**src/rtl/crfm_pkg.sv**
```systemverilog
package crfm_pkg;
  localparam int XLEN   = 64;
  localparam int NFLD   = 8;
  localparam int FW     = 4;
  localparam int OPW    = 3;

  typedef enum logic [OPW-1:0] {
    OP_RED_INT = 3'd0,
    OP_NIB_INT = 3'd1,
    OP_BIT_CR  = 3'd2,
    OP_NIB_CR  = 3'd3,
    OP_MOVE    = 3'd4,
    OP_RED_BIT = 3'd5
  } op_e;
endpackage

```
**src/rtl/crfm_field_rd.sv**
```systemverilog
module crfm_field_rd #(
  parameter int NFLD = 8,
  parameter int FW   = 4,
  localparam int CRW = NFLD * FW,
  localparam int FIW = $clog2(NFLD)
) (
  input  logic [CRW-1:0] cr_i,
  input  logic [FIW-1:0] idx_i,
  output logic [FW-1:0]  fld_o
);
  logic [FW-1:0] flds [NFLD];

  for (genvar k = 0; k < NFLD; k++) begin : g_fld
    // field 0 is the most significant slice
    assign flds[k] = cr_i[CRW-1-k*FW -: FW];
  end

  assign fld_o = flds[idx_i];
endmodule

```
**src/rtl/crfm_field_wr.sv**
```systemverilog
module crfm_field_wr #(
  parameter int NFLD = 8,
  parameter int FW   = 4,
  localparam int CRW = NFLD * FW,
  localparam int FIW = $clog2(NFLD)
) (
  input  logic [CRW-1:0] cr_i,
  input  logic           we_i,
  input  logic [FIW-1:0] idx_i,
  input  logic [FW-1:0]  fld_i,
  output logic [CRW-1:0] cr_o
);
  for (genvar k = 0; k < NFLD; k++) begin : g_fld
    assign cr_o[CRW-1-k*FW -: FW] = (we_i && idx_i == FIW'(k)) ? fld_i
                                                              : cr_i[CRW-1-k*FW -: FW];
  end
endmodule

```
**src/rtl/crfm_xform.sv**
```systemverilog
module crfm_xform #(
  parameter int FW = 4
) (
  input  logic [FW-1:0] creg_i,
  input  logic [FW-1:0] fmsk_i,
  input  logic [FW-1:0] fmap_i,
  input  logic          any_sel_i,
  output logic [FW-1:0] n_o,
  output logic          red_o
);
  logic any_hit, all_hit;

  assign n_o     = ~(fmap_i ^ creg_i) & fmsk_i;
  assign any_hit = |n_o;
  assign all_hit = (n_o == fmsk_i);
  assign red_o   = any_sel_i ? any_hit : all_hit;
endmodule

```
**src/rtl/crfm_cc_gen.sv**
```systemverilog
module crfm_cc_gen #(
  parameter int XLEN = 64,
  parameter int FW   = 4
) (
  input  logic [XLEN-1:0] res_i,
  input  logic            so_i,
  output logic [FW-1:0]   cc_o
);
  logic neg, zero;

  assign neg  = res_i[XLEN-1];
  assign zero = (res_i == '0);
  // lt, gt, eq, so from msb down; spare upper bits stay zero
  assign cc_o = FW'({neg, ~neg & ~zero, zero, so_i});
endmodule

```
**src/rtl/crfm_unit.sv**
```systemverilog
module crfm_unit
  import crfm_pkg::*;
#(
  parameter int XLEN_P = crfm_pkg::XLEN,
  parameter int NFLD_P = crfm_pkg::NFLD,
  parameter int FW_P   = crfm_pkg::FW,
  localparam int CRW   = NFLD_P * FW_P,
  localparam int FIW   = $clog2(NFLD_P),
  localparam int BTW   = $clog2(CRW)
) (
  input  logic              clk_i,
  input  logic              rst_ni,
  input  logic              valid_i,
  input  logic [OPW-1:0]    op_i,
  input  logic              m_i,
  input  logic [FW_P-1:0]   fmsk_i,
  input  logic [FW_P-1:0]   fmap_i,
  input  logic [FIW-1:0]    bfa_i,
  input  logic [FIW-1:0]    bf_i,
  input  logic [BTW-1:0]    bt_i,
  input  logic              ra_zero_i,
  input  logic [XLEN_P-1:0] ra_i,
  input  logic              rc_i,
  input  logic              so_i,
  output logic [XLEN_P-1:0] res_o,
  output logic              res_valid_o,
  output logic [CRW-1:0]    cr_o
);
  logic [CRW-1:0]    cr_q;
  logic [XLEN_P-1:0] res_q;
  logic              res_valid_q;

  op_e               op;
  logic [FW_P-1:0]   src_fld, dst_fld, creg, n_val, keep, wr_fld, cc, fld_in;
  logic [XLEN_P-1:0] ra_val, res_nxt;
  logic              red, int_op, fld_we, bit_we;
  logic [FIW-1:0]    wr_idx;
  logic [CRW-1:0]    cr_fld, cr_nxt;

  assign op     = op_e'(op_i);
  assign ra_val = ra_zero_i ? '0 : ra_i;

  crfm_field_rd #(.NFLD(NFLD_P), .FW(FW_P)) u_rd_src (
    .cr_i(cr_q), .idx_i(bfa_i), .fld_o(src_fld)
  );

  crfm_field_rd #(.NFLD(NFLD_P), .FW(FW_P)) u_rd_dst (
    .cr_i(cr_q), .idx_i(bf_i), .fld_o(dst_fld)
  );

  always_comb begin
    unique case (op)
      OP_BIT_CR: creg = {FW_P{ra_val[0]}};
      OP_NIB_CR: creg = ra_val[FW_P-1:0];
      default:   creg = src_fld;
    endcase
  end

  crfm_xform #(.FW(FW_P)) u_xform (
    .creg_i(creg), .fmsk_i(fmsk_i), .fmap_i(fmap_i),
    .any_sel_i(m_i), .n_o(n_val), .red_o(red)
  );

  // read-modify-write keeps masked-out destination bits only when m_i
  assign keep = m_i ? (dst_fld & ~fmsk_i) : '0;

  always_comb begin
    int_op  = 1'b0;
    fld_we  = 1'b0;
    bit_we  = 1'b0;
    wr_fld  = '0;
    res_nxt = '0;
    unique case (op)
      OP_RED_INT: begin
        int_op  = 1'b1;
        res_nxt = XLEN_P'(red);
      end
      OP_NIB_INT: begin
        int_op  = 1'b1;
        res_nxt = XLEN_P'(n_val);
      end
      OP_BIT_CR, OP_NIB_CR: begin
        fld_we = 1'b1;
        wr_fld = n_val | keep;
      end
      OP_MOVE: begin
        fld_we = 1'b1;
        wr_fld = ((fmsk_i & src_fld) | keep) ^ fmap_i;
      end
      OP_RED_BIT: bit_we = 1'b1;
      default: ;
    endcase
  end

  crfm_cc_gen #(.XLEN(XLEN_P), .FW(FW_P)) u_cc (
    .res_i(res_nxt), .so_i(so_i), .cc_o(cc)
  );

  assign wr_idx = int_op ? '0 : bf_i;
  assign fld_in = int_op ? cc : wr_fld;

  crfm_field_wr #(.NFLD(NFLD_P), .FW(FW_P)) u_wr (
    .cr_i(cr_q), .we_i(fld_we | (int_op & rc_i)), .idx_i(wr_idx),
    .fld_i(fld_in), .cr_o(cr_fld)
  );

  always_comb begin
    cr_nxt = cr_fld;
    // bt_i counts from the most significant bit
    if (bit_we) cr_nxt[(CRW-1) - int'(bt_i)] = red;
  end

  always_ff @(posedge clk_i or negedge rst_ni) begin
    if (!rst_ni) begin
      cr_q        <= '0;
      res_q       <= '0;
      res_valid_q <= 1'b0;
    end else begin
      res_valid_q <= valid_i & int_op;
      if (valid_i) cr_q <= cr_nxt;
      if (valid_i && int_op) res_q <= res_nxt;
    end
  end

  assign cr_o        = cr_q;
  assign res_o       = res_q;
  assign res_valid_o = res_valid_q;
endmodule

```
**config.mk**
```make
export PLATFORM = sky130hd
export DESIGN_NAME = crfm_unit
export DESIGN_NICKNAME = d
export VERILOG_FILES = /design/src/rtl/crfm_pkg.sv /design/src/rtl/crfm_field_rd.sv /design/src/rtl/crfm_field_wr.sv /design/src/rtl/crfm_xform.sv /design/src/rtl/crfm_cc_gen.sv /design/src/rtl/crfm_unit.sv
export SDC_FILE = /design/constraint.sdc
export NUM_CORES = 1
export LEC_CHECK = 0
export ABC_AREA = 1
export BUFFER_PORTS_ARGS = -buffer_cell sky130_fd_sc_hd__clkbuf_2
export CAP_MARGIN = 20
export CORE_AREA = 2 2 83 144
export DETAILED_ROUTE_END_ITERATION = 7
export DIE_AREA = 0 0 85 146
export GPL_ROUTABILITY_DRIVEN = 0
export GPL_TIMING_DRIVEN = 0
export MAX_ROUTING_LAYER = met4
export PLACE_DENSITY = 0.65
export SKIP_LAST_GASP = 1
export SLEW_MARGIN = 20
export SYNTH_ARGS = -nofsm -noshare
export SYNTH_HDL_FRONTEND = slang
export SYNTH_SLANG_ARGS = --single-unit
```
**constraint.sdc**
```tcl
create_clock -name clk_i -period 2.15 [get_ports clk_i]
set_clock_uncertainty 0.1 [all_clocks]
set_input_delay 0.215 -clock clk_i [delete_from_list [all_inputs] [get_ports clk_i]]
set_output_delay 0.215 -clock clk_i [all_outputs]
set_load 0.01 [all_outputs]
```
Yosys cells after proc, flatten, opt, wreduce, memory -nomap -nowiden
Cells that the tools add are included.
- add/sub/neg operators: 1
- magnitude comparators: 4
- equal/unequal tests: 13
- mux-type cells: 29
- bitwise logic cells: 17
- reduce and logical (&&, ||, !) cells: 17
- operators by type and width (cell ; number):
    logical NOT 64 bit ; 1
    two-way mux 4 bit ; 15
    bitwise mux 32 bit ; 1
    two-way mux 32 bit ; 1
    binary-select mux 4 bit (select 3 bit) ; 2
    case mux 4 bit (2 select lines) ; 3
    == test 3 bit, second input constant ; 6
    bitwise AND 4 bit ; 3
    == test 3 x 2 -> 1 bit, second input constant ; 4
    logical AND 1 bit ; 10
    greater-or-equal comparator 4 bit, second input constant ; 2
    NOT 3 -> 4 bit ; 2
    NOT 4 bit ; 2
    OR 4 bit ; 2
    bitwise XOR 4 bit ; 2
    < comparator 6 x 7 -> 1 bit, second input constant ; 1
    == test 3 x 1 -> 1 bit, second input constant ; 2
    greater-or-equal comparator 6 x 1 -> 1 bit, second input constant ; 1
    logical NOT 3 bit ; 2
    subtractor 5 x 5 -> 6 bit, first input constant ; 1
    demux 1 bit (select 5 bit) ; 1
    two-way mux 1 bit ; 5
    == test 4 bit ; 1
    OR reduction 2 bit ; 2
    other kinds (7) ; 9
- register bits after elaboration: 97
- input bits: 93
- output and inout port bits: 97

Depth between registers and ports, before layout
Gate-level depths: netlist of run 1.
- depth after elaboration: 18
- depth in mapped cells: 20
- gate-level depth less buffers: 19

By module
Synthesis of run 1 repeated with hierarchy kept, for this count alone.
- cell total of the unflattened synthesis: 907
- area total of the unflattened synthesis: 4966.0 um^2
- by module, submodules not included (module ; instances ; cells each ; area an instance (um^2) ; seq. area each (um^2)):
    crfm_unit ; 1 ; 457 ; 3106.7 ; 925.9
    crfm_field_rd ; 2 ; 107 ; 444.2 ; 0.0
    crfm_field_wr ; 1 ; 128 ; 526.8 ; 0.0
    crfm_cc_gen ; 1 ; 67 ; 266.5 ; 0.0
    crfm_xform ; 1 ; 41 ; 177.7 ; 0.0

Least setup slack after synthesis of run 1
Ideal clock, no wire load.
- path kind: reg2reg
- start: reg cr_q[18], in the netlist cr_o[18]
- end: reg cr_q[12], in the netlist cr_o[12]
- library setup time: 121 ps
- data arrival time: 1749 ps
- data required time: 1929 ps
- setup slack: 180 ps
- cell stages (with the launch flop): 15
- path buffers: 1
- period minus slack after synthesis: 1970 ps
- path through: dfrtp_1 -> nand2_1 -> nand3_1 -> nand3_1 -> nand3_1 -> nand2_1 -> nand2_1 -> nand3_1 -> nand2_1 -> nor2_2 -> nand2_1 -> nand2_1 -> buf_4 -> a21oi_1 -> a22o_1
- cells in the longest elaborated chain, start to end: 11
- elaborated cells between the ends (all ways): 12
- classes of those cells: eq/ne (1); mux (7); bitwise (3); reduce/logical (1)
- RTL lines (element ; line ; text):
    start, declared ; crfm_unit.sv:29 ; logic [CRW-1:0] cr_q;
    start signal, assigned ; crfm_unit.sv:120 ; if (valid_i) cr_q <= cr_nxt;
    binary-select mux 4 bit (select 3 bit) (*) ; crfm_field_rd.sv:18 ; assign fld_o = flds[idx_i];
    two-way mux 4 bit (implied by the code) (*) (2 in series) ; crfm_field_rd.sv:18 ;
    case mux 4 bit (2 select lines) (*) ; crfm_unit.sv:52 ; unique case (op)
    bitwise XOR 4 bit (*) ; crfm_xform.sv:13 ; assign n_o = ~(fmap_i ^ creg_i) & fmsk_i;
    NOT 4 bit (*) ; crfm_xform.sv:13 ;
    bitwise AND 4 bit (*) ; crfm_xform.sv:13 ;
    == test 4 bit or OR reduction 4 bit (tied branches) ; crfm_xform.sv:15, crfm_xform.sv:14 ;
    two-way mux 1 bit (*) ; crfm_xform.sv:16 ; assign red_o = any_sel_i ? any_hit : all_hit;
    bitwise mux 32 bit (*) ; crfm_unit.sv:110 ; if (bit_we) cr_nxt[(CRW-1) - int'(bt_i)] = red;
    two-way mux 32 bit (*) ; crfm_unit.sv:110 ;
Mark *: on every way between the ends. The rest lies on a longest branch, timed or not. The select of a mux whose other input is x is not followed.
A chain may end at the register's enable or synchronous reset.

Final worst setup path of run 1
- start: reg cr_q[19], in the netlist cr_o[19]
- end: reg cr_q[21], in the netlist cr_o[21]
- cells in the longest elaborated chain, start to end: 15
- elaborated cells between the ends (all ways): 16
- classes of those cells: eq/ne (1); mux (10); bitwise (3); reduce/logical (2)
- RTL lines (element ; line ; text):
    binary-select mux 4 bit (select 3 bit) (*) ; crfm_field_rd.sv:18 ;
    two-way mux 4 bit (implied by the code) (*) (2 in series) ; crfm_field_rd.sv:18 ;
    case mux 4 bit (2 select lines) (*) ; crfm_unit.sv:52 ;
    bitwise XOR 4 bit (*) ; crfm_xform.sv:13 ;
    NOT 4 bit (*) ; crfm_xform.sv:13 ;
    bitwise AND 4 bit (*) ; crfm_xform.sv:13 ;
    == test 4 bit or OR reduction 4 bit (tied branches) ; crfm_xform.sv:15, crfm_xform.sv:14 ;
    two-way mux 1 bit ; crfm_xform.sv:16 ;
    case mux 4 bit (2 select lines) ; crfm_unit.sv:73 ; unique case (op)
    logical NOT 64 bit ; crfm_cc_gen.sv:12 ; assign zero = (res_i == '0);
    two-way mux 4 bit ; crfm_unit.sv:100 ; assign fld_in = int_op ? cc : wr_fld;
    two-way mux 4 bit ; crfm_field_wr.sv:14 ; assign cr_o[CRW-1-k*FW -: FW] = (we_i && idx_i == FIW'(k)) ? fld_i
    bitwise mux 32 bit ; crfm_unit.sv:110 ;
    two-way mux 32 bit (*) ; crfm_unit.sv:110 ;
Marks and branches as above.

==> run summary, run 1 <==
* CTS Buf Count: 5
* beginning of the worst hold path: valid_i
* worst hold path endpoint: res_valid_o
* Area growth, synth to finish: 41.0%
* overall power after layout: 3.23 mW
* failing checks: negative setup slack
* unrepaired setup endpoints after global routing: true
* time the worst path needs with I/O delays and setup: 2.21 ns
* count of final max-slew check failures: 0
* number of iterations in the first detailed-routing pass: 5
* hold path depth: 3
* core utilization of the finished layout: 0.486
* largest net degree at the start of global routing: 38
* final worst setup slack: -0.0623 ns
* diodes inserted: 0
* drt via density: 5.13
* Synth area leader: dfrtp_1
* number of max-capacitance violations reported: 0
* largest family of logic cells by synthesized area: simple AND/OR/NAND/NOR gates
* H-tree depth reported by CTS: 2
* count of endpoints failing setup in the final report: 12
* number of unique standard cell types used by synthesis: 32
* Clock Pin Slew Worst Setup and Hold Paths: 0.06 ns
* worst hold margin: 0.217 ns
* switching part of the total: 0.411
* non-filler instance count after layout: 944
* endpoint class of the critical path: flip-flop
* class of the worst hold path: in2reg
* post-detail-place hpwl: 11.0 mm
* cell-internal power: 1.90 mW
* compound-gate portion of the synthesized area: 0.187
* number of buffers between clock root and the deepest sink: 2
* worst rel slew slack: 0.538
* root buf cell: clkbuf_16
* Max Fanout on Critical Path: 8
* placed cell count: 891
* Final Hold Violating Endpoints: 0
* input/output buffers: 65
* number of top-level pins: 190
* most area-consuming cells after synthesis: dfrtp_1, nand2_1, buf_4
* initial DRC count: 483
* total number of vias: 4841
* # nets final: 906
* Lkg Pwr: 2.85 nW
* simple-gate share of the synthesized area: 0.370
* clock group share of total power: 0.220
* ratio of cells with drive above 1 in the final layout: 0.360
* WL final: 15.4 mm
* standard cell core area: 11200 um2
* measured slew at the worst slew-check pin: 0.690 ns
* number of global-route vias before repair: 4406
* drt wl/cell: 16.3 um
* Final Cycle Share: 1.03
* wire length of the first global-routing pass: 22.7 mm
* number of fillers in the final layout: 1153
* post-route cell area: 5430 um2
* Routed Antenna Nets: 0
* post-synthesis share of cell area spent on xor and xnor gates: 0
* Seq cells post-synth: 37
* initial antenna violation count: 0
* required time of the worst setup path: 2.27 ns
* share of the synthesized area in the top cell type: 0.241
* post-synthesis mux area share: 0
* proportion of synthesized chip area in sequential cells: 0.241
* fmax: 452 MHz
* Setup TNS Final: -0.264 ns
* Die Span X: 85 um
* register-to-register path setup slack: -0.06 ns
* switching power: 1.33 mW
* synthesized area per cell: 6.06 um2
* Overflow after GRT: 0
* Vert. Die Dim: 146 um
* Worst Reg-to-Reg Cells: 17
* number of cell rows: 51
* Post-Synthesis Cells: 635
* post-placement cell area: 4560 um2
* Power per Cell Area: 595 nW/um2
* type of element launching the critical path: flip-flop
* worst vdd rail ir drop: 0.000315 V
* number of clock sinks: 37
* cell area after technology mapping: 3850 um2
* worst slack at placement: -0.395 ns
* startpoint of the worst-slack reg-to-reg timing path: cr_o[19]
* type of the setup path with the least slack: reg2reg
* full die area: 12400 um2
* TritonCTS clock tree: built
* initial core utilization: 0.345
* Logic pwr share: 0.486
* Synth warnings: 0
* source-to-sink clock delay at the later pin of the worst-skew pair: 0.29 ns
* sequential cell fraction of total power: 0.294
* DRC violation count after routing: 0
* result of the run: complete, but fails checks
* Worst Path Arrival: 2.33 ns
* Reg-to-Reg End: cr_o[21]
* overall global routing resource usage: 0.242
* fraction of the mapped netlist area in adder cells: 0
## cells in the final DEF, fill, tap and decap left out, types with 4 or more instances in the layout
master,netlist,layout
a21oi_2,1,4
buf_4,64,103
conb_1,1,60
nand2_1,178,157
nor3_1,13,7
dfrtp_2,0,23
nand2_4,2,6
dfrtp_1,37,14
inv_2,3,4
nor3_2,1,7
o21ai_1,11,12
nand3_2,6,26
o21ai_2,3,5
inv_1,52,51
nand3_1,65,43
buf_6,2,7
nand2_2,1,18
clkbuf_16,0,5
a22o_1,8,8
nor2_1,61,60
nand3_4,1,4
clkbuf_2,0,65
buf_2,5,4
a21oi_1,71,67
o21ai_0,27,22
o211ai_1,4,4
clkbuf_1,7,7
## cell families (layout without fill, tap and decap cells)
| logic type | count (synthesis) | in the layout |
|---|---|---|
| other | 1 | 60 |
| buffers and inverters | 136 | 253 |
| DFF | 37 | 37 |
| and+or+nand+nor | 331 | 332 |
| AOI/OAI and AO/OA | 130 | 130 |
## flip-flops by register name, indices dropped and copies added, names as in the netlist
name	flops
cr_o	32
res_o	4
res_valid_o	1
## worst max path at each step
stage                        start        to  slack, ns  cells after the start
after global placement     bf_i[0]  cr_o[12]      -0.41                     11
after detailed placement   bf_i[0]  cr_o[12]      -0.39                     11
after CTS                  op_i[2]  cr_o[21]      0.006                     19
final                     cr_o[19]  cr_o[21]      -0.06                     17
after floorplan           cr_o[18]  cr_o[12]       0.18                     14
after global routing      cr_o[15]  cr_o[13]      -0.14                     17
## cell usage after synthesis
master and count:
nand2_1 178, a21oi_1 71, nand3_1 65, buf_4 64, nor2_1 61, inv_1 52
dfrtp_1 37, o21ai_0 27, nor3_1 13, o21ai_1 11, a22o_1 8, clkbuf_1 7
nand3_2 6, buf_2 5, o211ai_1 4, inv_2 3, o21ai_2 3, o221ai_1 3
buf_6 2, inv_4 2, nand2_4 2, a21oi_2 1, a31oi_1 1, buf_1 1
conb_1 1, nand2_2 1, nand2b_1 1, nand3_4 1, nand4_1 1, nor2_2 1
nor3_2 1, o22ai_1 1
## layout make-up
class                           count  area (um2)  area share
Buffer                             79         572       0.105
Clock buffer                        5         125      0.0231
Clock inverter                      1        5.00    0.000922
Inverter                           57         219      0.0403
Multi-Input combinational cell    522        2690       0.495
Sequential cell                    37         955       0.176
Tap cell                          132         165      0.0304
Timing Repair Buffer              111         701       0.129
## worst max-delay path, stage by stage, from the launching register on
cell     delay, ns
dfrtp_1       0.40
nand2_1       0.10
nand3_2       0.11
nand3_2       0.11
nand3_2       0.09
nand2_1       0.06
nand2_1       0.07
nand3_2       0.11
nand2_4       0.06
nor2_4        0.14
nand2_2       0.08
o21ai_4       0.09
nand3_4       0.16
nand2_4       0.16
nand2_1       0.06
nand2_1       0.08
nand2_1       0.09
nand2_1       0.07
## what timing repair did
item / CTS / global route
hold buffers: 0 / 1
setup buffers: 31 / 13
endpoints found under the hold margin: 0 / 10
endpoints found under the setup margin: 32 / 32
pin swaps: 6 / 32
cloned: 1 / 0
gates resized for setup: 46 / 62
## power groups by stage
stage / combinational (mW) / sequential (mW) / clock [mW]
6_report: 1.57 / 0.949 / 0.712
5_1_grt: 1.70 / 0.955 / 0.741
4_1_cts: 1.40 / 0.941 / 0.716
3_5_place_dp: 1.09 / 1.03 / 0
3_3_place_gp: 1.09 / 1.03 / 0
2_1_floorplan: 0.692 / 1.01 / 0
## layer usage
layer | track usage | wire length [um]
met1 | 0.244 | 5330
met2 | 0.422 | 7800
met3 | 0.0335 | 1220
met4 | 0.162 | 1070
met5 | - | 0
Note: power is estimated with default switching activity, not from simulation.
==> inputs of run 2 (changes only) <==
- SKIP_LAST_GASP: 1 -> unset
==> run 2 against run 1 <==
  * The run still ends with negative setup slack left
  * Global-route usage did not move
  * Critical path depth did not move
  * Setup slack improved by 0.0046 ns
  * Critical path type unchanged
  * Register-to-register slack barely moved
  * Clock power fell by 0.7%
  * Hold slack got worse by 0.0051 ns
  * Via count fell by 0.83%
  * First-iteration DRC count fell by 11%
  * Wire length fell by 0.56%
  * Cell area rose by 0.21%
==> run summary, run 2 (synthesis gave the netlist of run 1 again) <==
* result of the run: complete, but fails checks, unchanged
* failing checks: negative setup slack, unchanged
* clock group share of total power: 0.219, was 0.220
* non-filler instance count after layout: 944, unchanged
* number of clock sinks: 37, unchanged
* overall global routing resource usage: 0.242, unchanged
* switching part of the total: 0.411, about the same
* drt wl/cell: 16.2 um, was 16.3 um
* input/output buffers: 65, unchanged
* WL final: 15.3 mm, was 15.4 mm
* leading cell type in the layout, fill and taps excluded: nand2_1, unchanged
* hold path depth: 3, unchanged
* time the worst path needs with I/O delays and setup: 2.21 ns, about the same
* standard cell core area: 11200 um2, unchanged
* cell-internal power: 1.90 mW, about the same
* Final Cycle Share: 1.03, about the same
* post-route cell area: 5440 um2, was 5430 um2
* count of endpoints failing setup in the final report: 10, was 12
* overall power after layout: 3.23 mW, about the same
* class of the worst hold path: in2reg, unchanged
* worst rel slew slack: 0.555, was 0.538
* Die Span X: 85 um, unchanged
* top library cells by usage in the layout, fill and taps aside: nand2_1, buf_4, a21oi_1, clkbuf_2, unchanged
* number of iterations in the first detailed-routing pass: 5, unchanged
* largest net degree at the start of global routing: 38, unchanged
* Area growth, synth to finish: 41.3%, was 41.0%
* number of top-level pins: 190, unchanged
* type of element launching the critical path: flip-flop, unchanged
* drt via density: 5.09, was 5.13
* Worst Path Arrival: 2.33 ns, about the same
* core utilization of the finished layout: 0.487, was 0.486
* diodes inserted: 0, unchanged
* DRC violation count after routing: 0, unchanged
* Routed Antenna Nets: 0, unchanged
* measured slew at the worst slew-check pin: 0.662 ns, was 0.690 ns
* worst hold path endpoint: res_valid_o, unchanged
* ratio of cells with drive above 1 in the final layout: 0.361, was 0.360
* unrepaired setup endpoints after global routing: true, unchanged
* type of the setup path with the least slack: reg2reg, unchanged
* number of global-route vias before repair: 4406, unchanged
* beginning of the worst hold path: valid_i, unchanged
* source-to-sink clock delay at the later pin of the worst-skew pair: 0.29 ns, about the same
* wire length of the first global-routing pass: 22.7 mm, unchanged
* # nets final: 906, unchanged
* Overflow after GRT: 0, unchanged
* H-tree depth reported by CTS: 2, unchanged
* startpoint of the worst-slack reg-to-reg timing path: cr_o[19], unchanged
* Reg-to-Reg End: cr_o[21], unchanged
* endpoint class of the critical path: flip-flop, unchanged
* Power per Cell Area: 594 nW/um2, was 595 nW/um2
* number of flip-flops in the largest register: 32, unchanged
* Logic pwr share: 0.487, was 0.486
* count of final max-slew check failures: 0, unchanged
* initial DRC count: 431, was 483
* Final Hold Violating Endpoints: 0, unchanged
* total number of vias: 4801, was 4841
* sequential cell fraction of total power: 0.294, about the same
* worst slack at placement: -0.395 ns, unchanged
* Vert. Die Dim: 146 um, unchanged
* number of max-capacitance violations reported: 0, unchanged
* post-detail-place hpwl: 11.0 mm, unchanged
* initial antenna violation count: 0, unchanged
* CTS Buf Count: 5, unchanged
* Worst Reg-to-Reg Cells: 17, unchanged
* number of buffers between clock root and the deepest sink: 2, unchanged
* number of cell rows: 51, unchanged
* switching power: 1.33 mW, about the same
* fmax: 453 MHz, was 452 MHz
* TritonCTS clock tree: built, unchanged
* post-placement cell area: 4560 um2, unchanged
* Lkg Pwr: 2.86 nW, was 2.85 nW
* register-to-register path setup slack: -0.06 ns, about the same
* worst vdd rail ir drop: 0.000315 V, about the same
* placed cell count: 891, unchanged
* Clock Pin Slew Worst Setup and Hold Paths: 0.06 ns, about the same
* final worst setup slack: -0.0577 ns, was -0.0623 ns
* initial core utilization: 0.345, unchanged
* Max Fanout on Critical Path: 8, unchanged
* full die area: 12400 um2, unchanged
* root buf cell: clkbuf_16, unchanged
* required time of the worst setup path: 2.27 ns, about the same
==> run 2: cell counts in the layout (fill, tap and decap cells not counted) <==
No cell type changed its count.
==> run 2: power by group through the flow <==
stage               clock, mW  combinational, mW  sequential, mW
floorplan                   0              0.692            1.01
global placement            0               1.09            1.03
detailed placement          0               1.09            1.03
CTS                     0.716               1.40           0.941
global route            0.741               1.70           0.955
finish                  0.707               1.57           0.949
==> run 2: metrics by stage <==
stage               hold WS (ns)  TNS [ns]
CTS                       0.0156         0
global placement           0.328     -9.94
global route               0.221     -1.90
finish                     0.212    -0.205
floorplan                 -0.181         0
detailed placement         0.327    -10.24
==> run 2: per-layer routing <==
metal  vias to the layer above  share of wire  track usage
li1                       2316              -            -
met1                      2112           0.34        0.244
met2                       294           0.51        0.422
met3                        79          0.081       0.0335
met4                         0          0.069        0.162
met5                         -              0            -
==> run 2: what timing repair did <==
| item | 4_1_cts | 5_1_grt |
|---|---|---|
| resized for setup | 46 | 65 |
| setup endpoints to repair | 32 | 32 |
| endpoints found under the hold margin | 0 | 10 |
| setup buffers | 31 | 13 |
| hold buffers | 0 | 1 |
| cloned | 1 | 0 |
| pin swaps | 6 | 32 |
==> run 2: worst max path at each step <==
stage               cells after the start  slack, ns  endpoint     start
global route                           17      -0.13  cr_o[21]  cr_o[15]
detailed placement                     11      -0.39  cr_o[12]   bf_i[0]
floorplan                              14       0.18  cr_o[12]  cr_o[18]
finish                                 17      -0.06  cr_o[21]  cr_o[19]
global placement                       11      -0.41  cr_o[12]   bf_i[0]
CTS                                    19      0.006  cr_o[21]   op_i[2]
==> run 2: critical path: stages, from the launching register on <==
cell     delay (ns)
dfrtp_1        0.39
nand2_1        0.10
nand3_2        0.11
nand3_2        0.11
nand3_2        0.08
nand2_1        0.06
nand2_1        0.07
nand3_2        0.11
nand2_4        0.06
nor2_4         0.14
nand2_2        0.08
o21ai_4        0.09
nand3_4        0.16
nand2_4        0.17
nand2_1        0.07
nand2_1        0.08
nand2_1        0.08
nand2_1        0.07
==> run 2: layout make-up <==
| class | count | area (um2) |
|---|---|---|
| buffer | 79 | 572 |
| timing repair buffer | 111 | 701 |
| tap | 132 | 165 |
| sequential | 37 | 955 |
| clock buffer | 5 | 125 |
| multi-input combinational | 522 | 2700 |
| inverter | 57 | 219 |
| fill | 1151 | 5730 |
| clock inverter | 1 | 5.00 |
==> inputs of run 3 (changes only) <==
- CTS_BUF_LIST: unset -> sky130_fd_sc_hd__clkbuf_8
==> run 3 against run 2 <==
  * The flow still finishes with violations (negative setup slack)
  * Utilization down 0.37 points
  * Clock power down 33%
  * Sequential power up 0.5%
  * Critical path depth unchanged
  * Count of clock-buffer cells in the layout unchanged
  * Combinational power about the same
  * Cell count down 0.21%
  * First-iteration DRC count down 7.7%
  * Flip-flop and latch count unchanged
  * Largest cell class unchanged
  * Largest power group unchanged
==> run summary, run 3 (synthesis gave the netlist of run 1 again) <==
* largest net degree at the start of global routing: 38, unchanged
* type of the setup path with the least slack: reg2reg, unchanged
* count of endpoints failing setup in the final report: 14, was 10
* post-detail-place hpwl: 11.0 mm, unchanged
* Lkg Pwr: 2.83 nW, was 2.86 nW
* ratio of cells with drive above 1 in the final layout: 0.370, was 0.361
* initial antenna violation count: 0, unchanged
* required time of the worst setup path: 2.24 ns, was 2.27 ns
* post-placement cell area: 4560 um2, unchanged
* measured slew at the worst slew-check pin: 0.771 ns, was 0.662 ns
* TritonCTS clock tree: built, unchanged
* WL final: 15.2 mm, was 15.3 mm
* number of flip-flops in the largest register: 32, unchanged
* diodes inserted: 0, unchanged
* type of element launching the critical path: flip-flop, unchanged
* Worst Reg-to-Reg Cells: 17, unchanged
* number of iterations in the first detailed-routing pass: 5, unchanged
* unrepaired setup endpoints after global routing: true, unchanged
* worst vdd rail ir drop: 0.000288 V, was 0.000315 V
* H-tree depth reported by CTS: 2, unchanged
* drt via density: 5.09, about the same
* fmax: 452 MHz, was 453 MHz
* core utilization of the finished layout: 0.483, was 0.487
* initial core utilization: 0.345, unchanged
* sequential cell fraction of total power: 0.318, was 0.294
* count of final max-slew check failures: 0, unchanged
* drt wl/cell: 16.2 um, about the same
* switching part of the total: 0.433, was 0.411
* worst rel slew slack: 0.483, was 0.555
* Logic pwr share: 0.523, was 0.487
* final worst setup slack: -0.0601 ns, was -0.0577 ns
* number of top-level pins: 190, unchanged
* number of fillers in the final layout: 1155, was 1151
* standard cell core area: 11200 um2, unchanged
* wire length of the first global-routing pass: 22.4 mm, was 22.7 mm
* top library cells by usage in the layout, fill and taps aside: nand2_1, buf_4, a21oi_1, clkbuf_2, unchanged
* Final Cycle Share: 1.03, about the same
* root buf cell: clkbuf_8, was clkbuf_16
* Die Span X: 85 um, unchanged
* Max Fanout on Critical Path: 4, was 8
* Power per Cell Area: 555 nW/um2, was 594 nW/um2
* # nets final: 904, was 906
* leading cell type in the layout, fill and taps excluded: nand2_1, unchanged
* number of max-capacitance violations reported: 0, unchanged
* total number of vias: 4798, was 4801
* Area growth, synth to finish: 40.2%, was 41.3%
* Final Hold Violating Endpoints: 0, unchanged
* endpoint class of the critical path: flip-flop, unchanged
* post-route cell area: 5400 um2, was 5440 um2
* switching power: 1.30 mW, was 1.33 mW
* clock group share of total power: 0.159, was 0.219
* class of the worst hold path: in2reg, unchanged
* initial DRC count: 398, was 431
* number of clock sinks: 37, unchanged
* Routed Antenna Nets: 0, unchanged
* Setup TNS Final: -0.417 ns, was -0.205 ns
* hold path depth: 3, unchanged
* cell-internal power: 1.70 mW, was 1.90 mW
* Vert. Die Dim: 146 um, unchanged
* overall global routing resource usage: 0.237, was 0.242
* time the worst path needs with I/O delays and setup: 2.21 ns, about the same
* result of the run: complete, but fails checks, unchanged
* number of global-route vias before repair: 4389, was 4406
* Worst Path Arrival: 2.30 ns, was 2.33 ns
* Overflow after GRT: 0, unchanged
* source-to-sink clock delay at the later pin of the worst-skew pair: 0.31 ns, was 0.29 ns
* Clock Pin Slew Worst Setup and Hold Paths: 0.08 ns, was 0.06 ns
* Multi-input gate area: 2730 um2, was 2700 um2
* DRC violation count after routing: 0, unchanged
* failing checks: negative setup slack, unchanged
* input/output buffers: 65, unchanged
* register area: 955 um2, unchanged
* number of buffers between clock root and the deepest sink: 2, unchanged
* number of cell rows: 51, unchanged
* CTS Buf Count: 5, unchanged
* full die area: 12400 um2, unchanged
-- run 3: worst max-delay path, stage by stage, from the launching register on --
cell	delay, ns
dfrtp_1	0.41
nand2_1	0.10
nand3_2	0.11
nand3_2	0.11
nand3_2	0.10
nand2_2	0.09
nand2_2	0.07
nand3_4	0.09
nand2_4	0.06
nor2_4	0.14
nand2_2	0.08
o21ai_4	0.09
buf_6	0.15
nand3_4	0.12
nand3_2	0.10
nand2_1	0.06
nand2_1	0.07
nand2_1	0.05
-- run 3: layout make-up --
class                      instances  share of cell area
multi-input combinational        522               0.505
sequential                        37               0.177
timing repair buffer             109               0.126
buffer                            79               0.107
inverter                          57              0.0406
tap                              132              0.0306
clock buffer                       5              0.0127
clock inverter                     1            0.000927
-- run 3: path summary, 6_finish.rpt --
kind	startpoint	slack, ns	endpoint
max	cr_o[19]	-0.06	cr_o[26]
min	valid_i	0.17	res_valid_o
max reg2reg	cr_o[19]	-0.06	cr_o[26]
min reg2reg	res_o[1]	0.38	res_o[1]
max in group asynchronous	rst_ni	1.23	cr_o[21]
min in group asynchronous	rst_ni	0.22	cr_o[27]
-- run 3: power by group through the flow --
stage	Clock, mW	Combinational (mW)	Sequential [mW]
2_1_floorplan	0	0.692	1.01
3_3_place_gp	0	1.09	1.03
6_report	0.475	1.57	0.954
3_5_place_dp	0	1.09	1.03
4_1_cts	0.487	1.37	0.948
5_1_grt	0.515	1.70	0.960
-- run 3: what timing repair did --
| action | CTS | global route |
|---|---|---|
| resized for setup | 41 | 80 |
| hold buffers | 1 | 0 |
| buffers inserted | 27 | 15 |
| gates cloned | 1 | 0 |
| pin swaps | 6 | 42 |
| setup endpoints to repair | 32 | 32 |
| hold endpoints to repair | 20 | 0 |
-- run 3: layer usage --
layer / GRT usage / up-vias / part of all wire
li1: - / 2311 / -
met5: - / - / 0
met4: 0.170 / 0 / 0.067
met3: 0.0340 / 71 / 0.069
met2: 0.407 / 270 / 0.51
met1: 0.240 / 2146 / 0.35
-- run 3: per-stage QoR --
| step | hold WS (ns) | cells | power (mW) | setup WS (ns) |
|---|---|---|---|---|
| 3_5_place_dp | 0.327 | 891 | 2.12 | -0.395 |
| 3_3_place_gp | 0.328 | 891 | 2.11 | -0.406 |
| 6_report | 0.173 | 942 | 3.00 | -0.0601 |
| 5_1_grt | 0.200 | 942 | 3.17 | -0.166 |
| 4_1_cts | 0.160 | 926 | 2.80 | -0.0172 |
| 2_1_floorplan | -0.181 | 694 | 1.70 | 0.180 |
